<file path="src/rtl/dsq_pkg.sv">
package dsq_pkg;

  typedef enum logic [1:0] {
    PH_AZ    = 2'd0,
    PH_INT   = 2'd1,
    PH_DEINT = 2'd2
  } dsq_phase_e;

endpackage

</file>
<file path="src/rtl/dsq_prescale.sv">
module dsq_prescale #(
  parameter int DIV = 4
) (
  input  logic clk,
  input  logic rst,
  output logic tick
);
  localparam int W = (DIV > 1) ? $clog2(DIV) : 1;
  localparam logic [W-1:0] LAST = W'(DIV - 1);

  logic [W-1:0] cnt;

  assign tick = (cnt == LAST);

  always_ff @(posedge clk) begin
    if (rst)       cnt <= '0;
    else if (tick) cnt <= '0;
    else           cnt <= cnt + W'(1);
  end
endmodule

</file>
<file path="src/rtl/dsq_sync2.sv">
module dsq_sync2 (
  input  logic clk,
  input  logic rst,
  input  logic d,
  output logic q
);
  logic s1;

  always_ff @(posedge clk) begin
    if (rst) begin
      s1 <= 1'b0;
      q  <= 1'b0;
    end else begin
      s1 <= d;
      q  <= s1;
    end
  end
endmodule

</file>
<file path="src/rtl/dsq_bcd_count.sv">
module dsq_bcd_count #(
  parameter int NDEC = 3
) (
  input  logic              clk,
  input  logic              rst,
  input  logic              clr,
  input  logic              inc,
  output logic [4*NDEC-1:0] cur,
  output logic              cur_half,
  output logic [4*NDEC-1:0] nxt,
  output logic              nxt_half,
  output logic              nxt_wrap
);
  logic [NDEC:0] cy;

  assign cy[0] = 1'b1;

  for (genvar i = 0; i < NDEC; i++) begin : g_dec
    logic [3:0] d;
    assign d              = cur[4*i +: 4];
    assign nxt[4*i +: 4]  = cy[i] ? ((d == 4'd9) ? 4'd0 : d + 4'd1) : d;
    assign cy[i+1]        = cy[i] && (d == 4'd9);
  end

  assign nxt_half = cy[NDEC] ? ~cur_half : cur_half;
  assign nxt_wrap = cy[NDEC] && cur_half;

  always_ff @(posedge clk) begin
    if (rst || clr) begin
      cur      <= '0;
      cur_half <= 1'b0;
    end else if (inc) begin
      cur      <= nxt;
      cur_half <= nxt_half;
    end
  end
endmodule

</file>
<file path="src/rtl/dslope_seq.sv">
module dslope_seq
  import dsq_pkg::*;
#(
  parameter int DIV  = 4,
  parameter int NDEC = 3
) (
  input  logic              clk,
  input  logic              rst,
  input  logic              cmp_zero,
  input  logic              hold,
  output logic              ph_int,
  output logic              ph_deint,
  output logic              ph_az,
  output logic              ph_start,
  output logic              rd_half,
  output logic [4*NDEC-1:0] rd_digits,
  output logic              rd_over
);
  localparam int UNIT    = 10 ** NDEC;
  localparam int INT_LEN = UNIT;
  localparam int CYCLE   = 4 * UNIT;
  localparam int AZ_POS0 = CYCLE - UNIT;
  localparam int PW      = $clog2(CYCLE);

  logic              tick;
  logic              cmp_s;
  dsq_phase_e        phase, phase_n;
  logic [PW-1:0]     pos, pos_nxt;
  logic              cnt_clr, cnt_inc, leave, ev_zero;
  logic [4*NDEC-1:0] cnt_cur, cnt_nxt;
  logic              cnt_cur_half, cnt_nxt_half, cnt_wrap;

  dsq_prescale #(.DIV(DIV)) u_pre (
    .clk  (clk),
    .rst  (rst),
    .tick (tick)
  );

  dsq_sync2 u_sync (
    .clk (clk),
    .rst (rst),
    .d   (cmp_zero),
    .q   (cmp_s)
  );

  dsq_bcd_count #(.NDEC(NDEC)) u_cnt (
    .clk      (clk),
    .rst      (rst),
    .clr      (cnt_clr),
    .inc      (cnt_inc),
    .cur      (cnt_cur),
    .cur_half (cnt_cur_half),
    .nxt      (cnt_nxt),
    .nxt_half (cnt_nxt_half),
    .nxt_wrap (cnt_wrap)
  );

  assign pos_nxt = (pos == PW'(CYCLE - 1)) ? '0 : pos + PW'(1);

  always_comb begin
    phase_n = phase;
    cnt_clr = 1'b0;
    cnt_inc = 1'b0;
    leave   = 1'b0;
    ev_zero = 1'b0;
    if (tick) begin
      unique case (phase)
        PH_INT: begin
          if (pos_nxt == PW'(INT_LEN)) begin
            cnt_clr = 1'b1;
            if (cmp_s) begin
              phase_n = PH_AZ;
              leave   = 1'b1;
              ev_zero = 1'b1;
            end else begin
              phase_n = PH_DEINT;
            end
          end
        end
        PH_DEINT: begin
          if (cmp_s || cnt_wrap) begin
            phase_n = PH_AZ;
            leave   = 1'b1;
            cnt_clr = 1'b1;
          end else begin
            cnt_inc = 1'b1;
          end
        end
        default: begin
          if (pos_nxt == '0) phase_n = PH_INT;
        end
      endcase
    end
  end

  always_ff @(posedge clk) begin
    if (rst) begin
      phase    <= PH_AZ;
      pos      <= PW'(AZ_POS0);
      ph_start <= 1'b0;
    end else begin
      phase    <= phase_n;
      ph_start <= tick && (phase_n != phase);
      if (tick) pos <= pos_nxt;
    end
  end

  always_ff @(posedge clk) begin
    if (rst) begin
      rd_digits <= '0;
      rd_half   <= 1'b0;
      rd_over   <= 1'b0;
    end else if (leave && !hold) begin
      rd_digits <= ev_zero ? '0 : cnt_nxt;
      rd_half   <= ev_zero ? 1'b0 : cnt_nxt_half;
      rd_over   <= !ev_zero && cnt_wrap;
    end
  end

  assign ph_int   = (phase == PH_INT);
  assign ph_deint = (phase == PH_DEINT);
  assign ph_az    = (phase == PH_AZ);
endmodule

</file>
<file path="config.mk">
export PLATFORM = sky130hd
export DESIGN_NAME = dslope_seq
export DESIGN_NICKNAME = d
export VERILOG_FILES = /design/src/rtl/dsq_pkg.sv /design/src/rtl/dsq_prescale.sv /design/src/rtl/dsq_sync2.sv /design/src/rtl/dsq_bcd_count.sv /design/src/rtl/dslope_seq.sv
export SDC_FILE = /design/constraint.sdc
export NUM_CORES = 1
export LEC_CHECK = 0
export ABC_AREA = 1
export ABC_CLOCK_PERIOD_IN_PS = 2420
export BUFFER_PORTS_ARGS = -buffer_cell sky130_fd_sc_hd__buf_2
export CAP_MARGIN = 15
export CORE_MARGIN = 4
export CORE_UTILIZATION = 45
export CTS_CLUSTER_SIZE = 24
export DETAILED_ROUTE_END_ITERATION = 16
export GPL_ROUTABILITY_DRIVEN = 0
export MAX_ROUTING_LAYER = met4
export PLACE_DENSITY_LB_ADDON = 0.1
export SYNTH_ARGS = -nofsm -noshare
export SYNTH_HDL_FRONTEND = slang
export SYNTH_HIERARCHICAL = 1
export SYNTH_SLANG_ARGS = --single-unit
</file>
<file path="constraint.sdc">
create_clock -name clk -period 2.42 [get_ports clk]
set_clock_uncertainty 0.2 [all_clocks]
set_input_delay 0.484 -clock clk [delete_from_list [all_inputs] [get_ports clk]]
set_output_delay 0.484 -clock clk [all_outputs]
set_load 0.02 [all_outputs]
</file>
==> run metrics <==
Final Setup Violations 0; worst relative slew slack 0.609; reg2reg setup slack 30 ps; placed wire-length estimate 4640 um; worst-path maximum fanout 9; Port Buf Inserts 21; Final #Nets 484; worst path required time 2420 ps; fin crit period 2390 ps; die area 7470 um2; NetSw 407 uW; Yosys reg bits 46; IO Pins 22; commonest register cell after synthesis dfxtp_1; clock power share 0.344; TritonCTS buffer count 5; post-route clock period utilization 0.986; gr usage total 0.178; worst path cell trace ha_4, nand2_4, nor2_4, nand3_4, nand3_2, nand2_4, nor2_2, nand2_2, nor2_4, inv_1, a21oi_2, nor2_2, inv_4, a21oi_1, o21ai_1, inv_1; number of global-route vias before repair 2349; switching share of total power 0.280; Post-synth EDFFs 0; global-route wire length before repair 10600 um; Avg Cell Area, Syn 6.43 um2; Commonest cells post-synth 113 x nand2_1, 63 x nor2_1, 56 x inv_1; cell row count 28; PnR worst setup slack 34.1 ps; fmax 0.419 GHz; Min-Delay Path Class input pin to flip-flop; core area 5960 um2; Post-CTS Hold Buffers 0; post-place setup slack -104 ps; # fillers 602; Die H 86.4 um; pin count of the biggest net entering global routing 29; Overflow after GRT 0; crit-path leading delay family simple AND/OR/NAND/NOR gates; H-tree depth 2; count leader, synth nand2_1; routed len/inst 11.7 um; WP buf/inv 3; asr flop ratio synth 0; RSZ-0062 raised after global routing yes; cell area after synthesis 2770 um2; Flop pwr share 0.546; Area Overhead vs Synth 19.8%; total clock sinks 46; CTS tree built; PD cells 438 nW/um2; Least-Margin Pin Slew 586 ps; Seq/Total Area, Yosys 0.333; share of cells above drive strength 1 0.240; area leader, netlist dfxtp_1; Syn Nets 440; DRT Wirelength 6450 um; Final Hold Viols 0; TNS Setup 0 ps; slowest stage delay, CP 390 ps; Worst-Skew Late Latency 300 ps; Pleak 0.00163 uW; initial DRC count 183; kind of critical path flip-flop to flip-flop; Post-Syn Instances 430; DRT Pass-1 Iters 5; initial antenna violation count 0; Worst EP arrival 2390 ps; Crit. End Element flip-flop; Longest Clk Path Bufs 2; # Max-Cap Violations 0; status finished, final reports clean; Root Buffer clkbuf_8; Initial Util 0.464; post-synth cell types 34; cell internal pwr 1050 uW; type of origin of the critical path flip-flop; Critical-path top delay cell dfxtp_4; ANT cells 0; Worst VDD drop 0.272 mV; combinational power share 0.110; count of final max-slew check failures 0; via count 2683; overall die width 86.4 um; top-area cell type share of the netlist area 0.333; Final ANT Viol Nets 0; Avg Vias per Cell 4.88; Area contributors post-synth dfxtp_1 33%, nand2_1 15%, nor2_1 8.5%; Reg clk slew, reported paths 100 ps; YS warnings 6; DRC Markers 0
[timing repair]
action / CTS / global route
resized for setup: 5 / 30
pin swaps: 0 / 11
setup endpoints to repair: 27 / 28
setup buffers: 0 / 10
cloned: 0 / 0
[cell type report]
| type | count | area, um2 | share of cell area |
|---|---|---|---|
| Sequential cell | 46 | 933 | 0.282 |
| Clock inverter | 3 | 25.0 | 0.00755 |
| Multi-Input combinational cell | 311 | 1630 | 0.491 |
| Timing Repair Buffer | 48 | 328 | 0.0989 |
| Clock buffer | 5 | 68.8 | 0.0208 |
| Tap cell | 75 | 93.8 | 0.0283 |
| Inverter | 62 | 236 | 0.0714 |
[sequential cells by signal, indices dropped and copies added, names as in the netlist]
signal and cells:
rd_half 1, phase 2, u_sync/q 1, u_cnt/cur_half 1, rd_over 1, u_cnt/cur 12
pos 12, u_sync/s1 1, ph_start 1, u_pre/cnt 2, rd_digits 12
[power by group through the flow]
stage | clock (uW) | sequential [uW] | combinational, uW
after global routing | 548 | 796 | 178
after CTS | 519 | 792 | 140
final | 500 | 793 | 160
after global placement | 0 | 809 | 137
after floorplan | 0 | 806 | 101
after detailed placement | 0 | 810 | 138
[kinds of logic (layout without fill, tap and decap cells)]
group,after synthesis,after routing,share of synthesized area
fa+ha+maj,6,6,0.0271
flops,46,46,0.333
buf+inv,73,118,0.110
simple gates,245,245,0.407
xor+xnor,1,1,0.00317
compound gates,59,59,0.120
[metrics by stage]
stage	utilization	cells	cell area, um2	power [uW]	hold WS, ps
after floorplan	-	430	2770	906	188
final	0.556	550	3310	1450	185
after global placement	0.510	532	3040	946	190
after global routing	0.556	550	3310	1520	205
after detailed placement	0.510	532	3040	948	195
after CTS	0.527	540	3140	1450	179
[worst register-to-register path, stage by stage (launching register included)]
cell and delay [ps]:
dfxtp_4 390, ha_4 160, nand2_4 80, nor2_4 180
nand3_4 180, nand3_2 140, nand2_4 60, nor2_2 90
nand2_2 90, nor2_4 110, inv_1 70, a21oi_2 150
nor2_2 70, inv_4 110, a21oi_1 60, o21ai_1 100
inv_1 50
[worst paths after layout]
| kind | start | to | depth (start not counted) |
|---|---|---|---|
| max reg2reg | pos[0]$_SDFFE_PP0P_ | u_cnt/cur[1]$_SDFFE_PP0P_ | 16 |
| min reg2reg | u_sync/s1$_SDFF_PP0_ | u_sync/q$_SDFF_PP0_ | 2 |
| min | cmp_zero | u_sync/s1$_SDFF_PP0_ | 3 |
| max | pos[0]$_SDFFE_PP0P_ | u_cnt/cur[1]$_SDFFE_PP0P_ | 16 |
[routing by layer]
metal | track usage | wire (um)
met1 | 0.257 | 3150
met2 | 0.260 | 2890
met3 | 0.0304 | 384
met4 | 0.0397 | 29
met5 | - | 0
[placed cells by master (no fill, tap or decap), types with 2 or more instances in the layout]
| cell | n |
|---|---|
| dfxtp_4 | 2 |
| nand2_1 | 108 |
| nor3_1 | 2 |
| o21ai_1 | 8 |
| a21oi_1 | 24 |
| dfxtp_1 | 40 |
| o21ai_2 | 2 |
| inv_2 | 5 |
| o221ai_1 | 2 |
| nor2_2 | 5 |
| nand3_1 | 28 |
| ha_1 | 5 |
| nor2_4 | 8 |
| dfxtp_2 | 4 |
| inv_1 | 55 |
| nand3_2 | 3 |
| buf_2 | 21 |
| nand4_1 | 5 |
| nand2_4 | 4 |
| clkbuf_8 | 5 |
| nand2_2 | 14 |
| nor2_1 | 61 |
| buf_4 | 24 |
| o21ai_0 | 17 |
| nand3_4 | 3 |
| buf_6 | 2 |
Power figures use the tool's default switching activity.
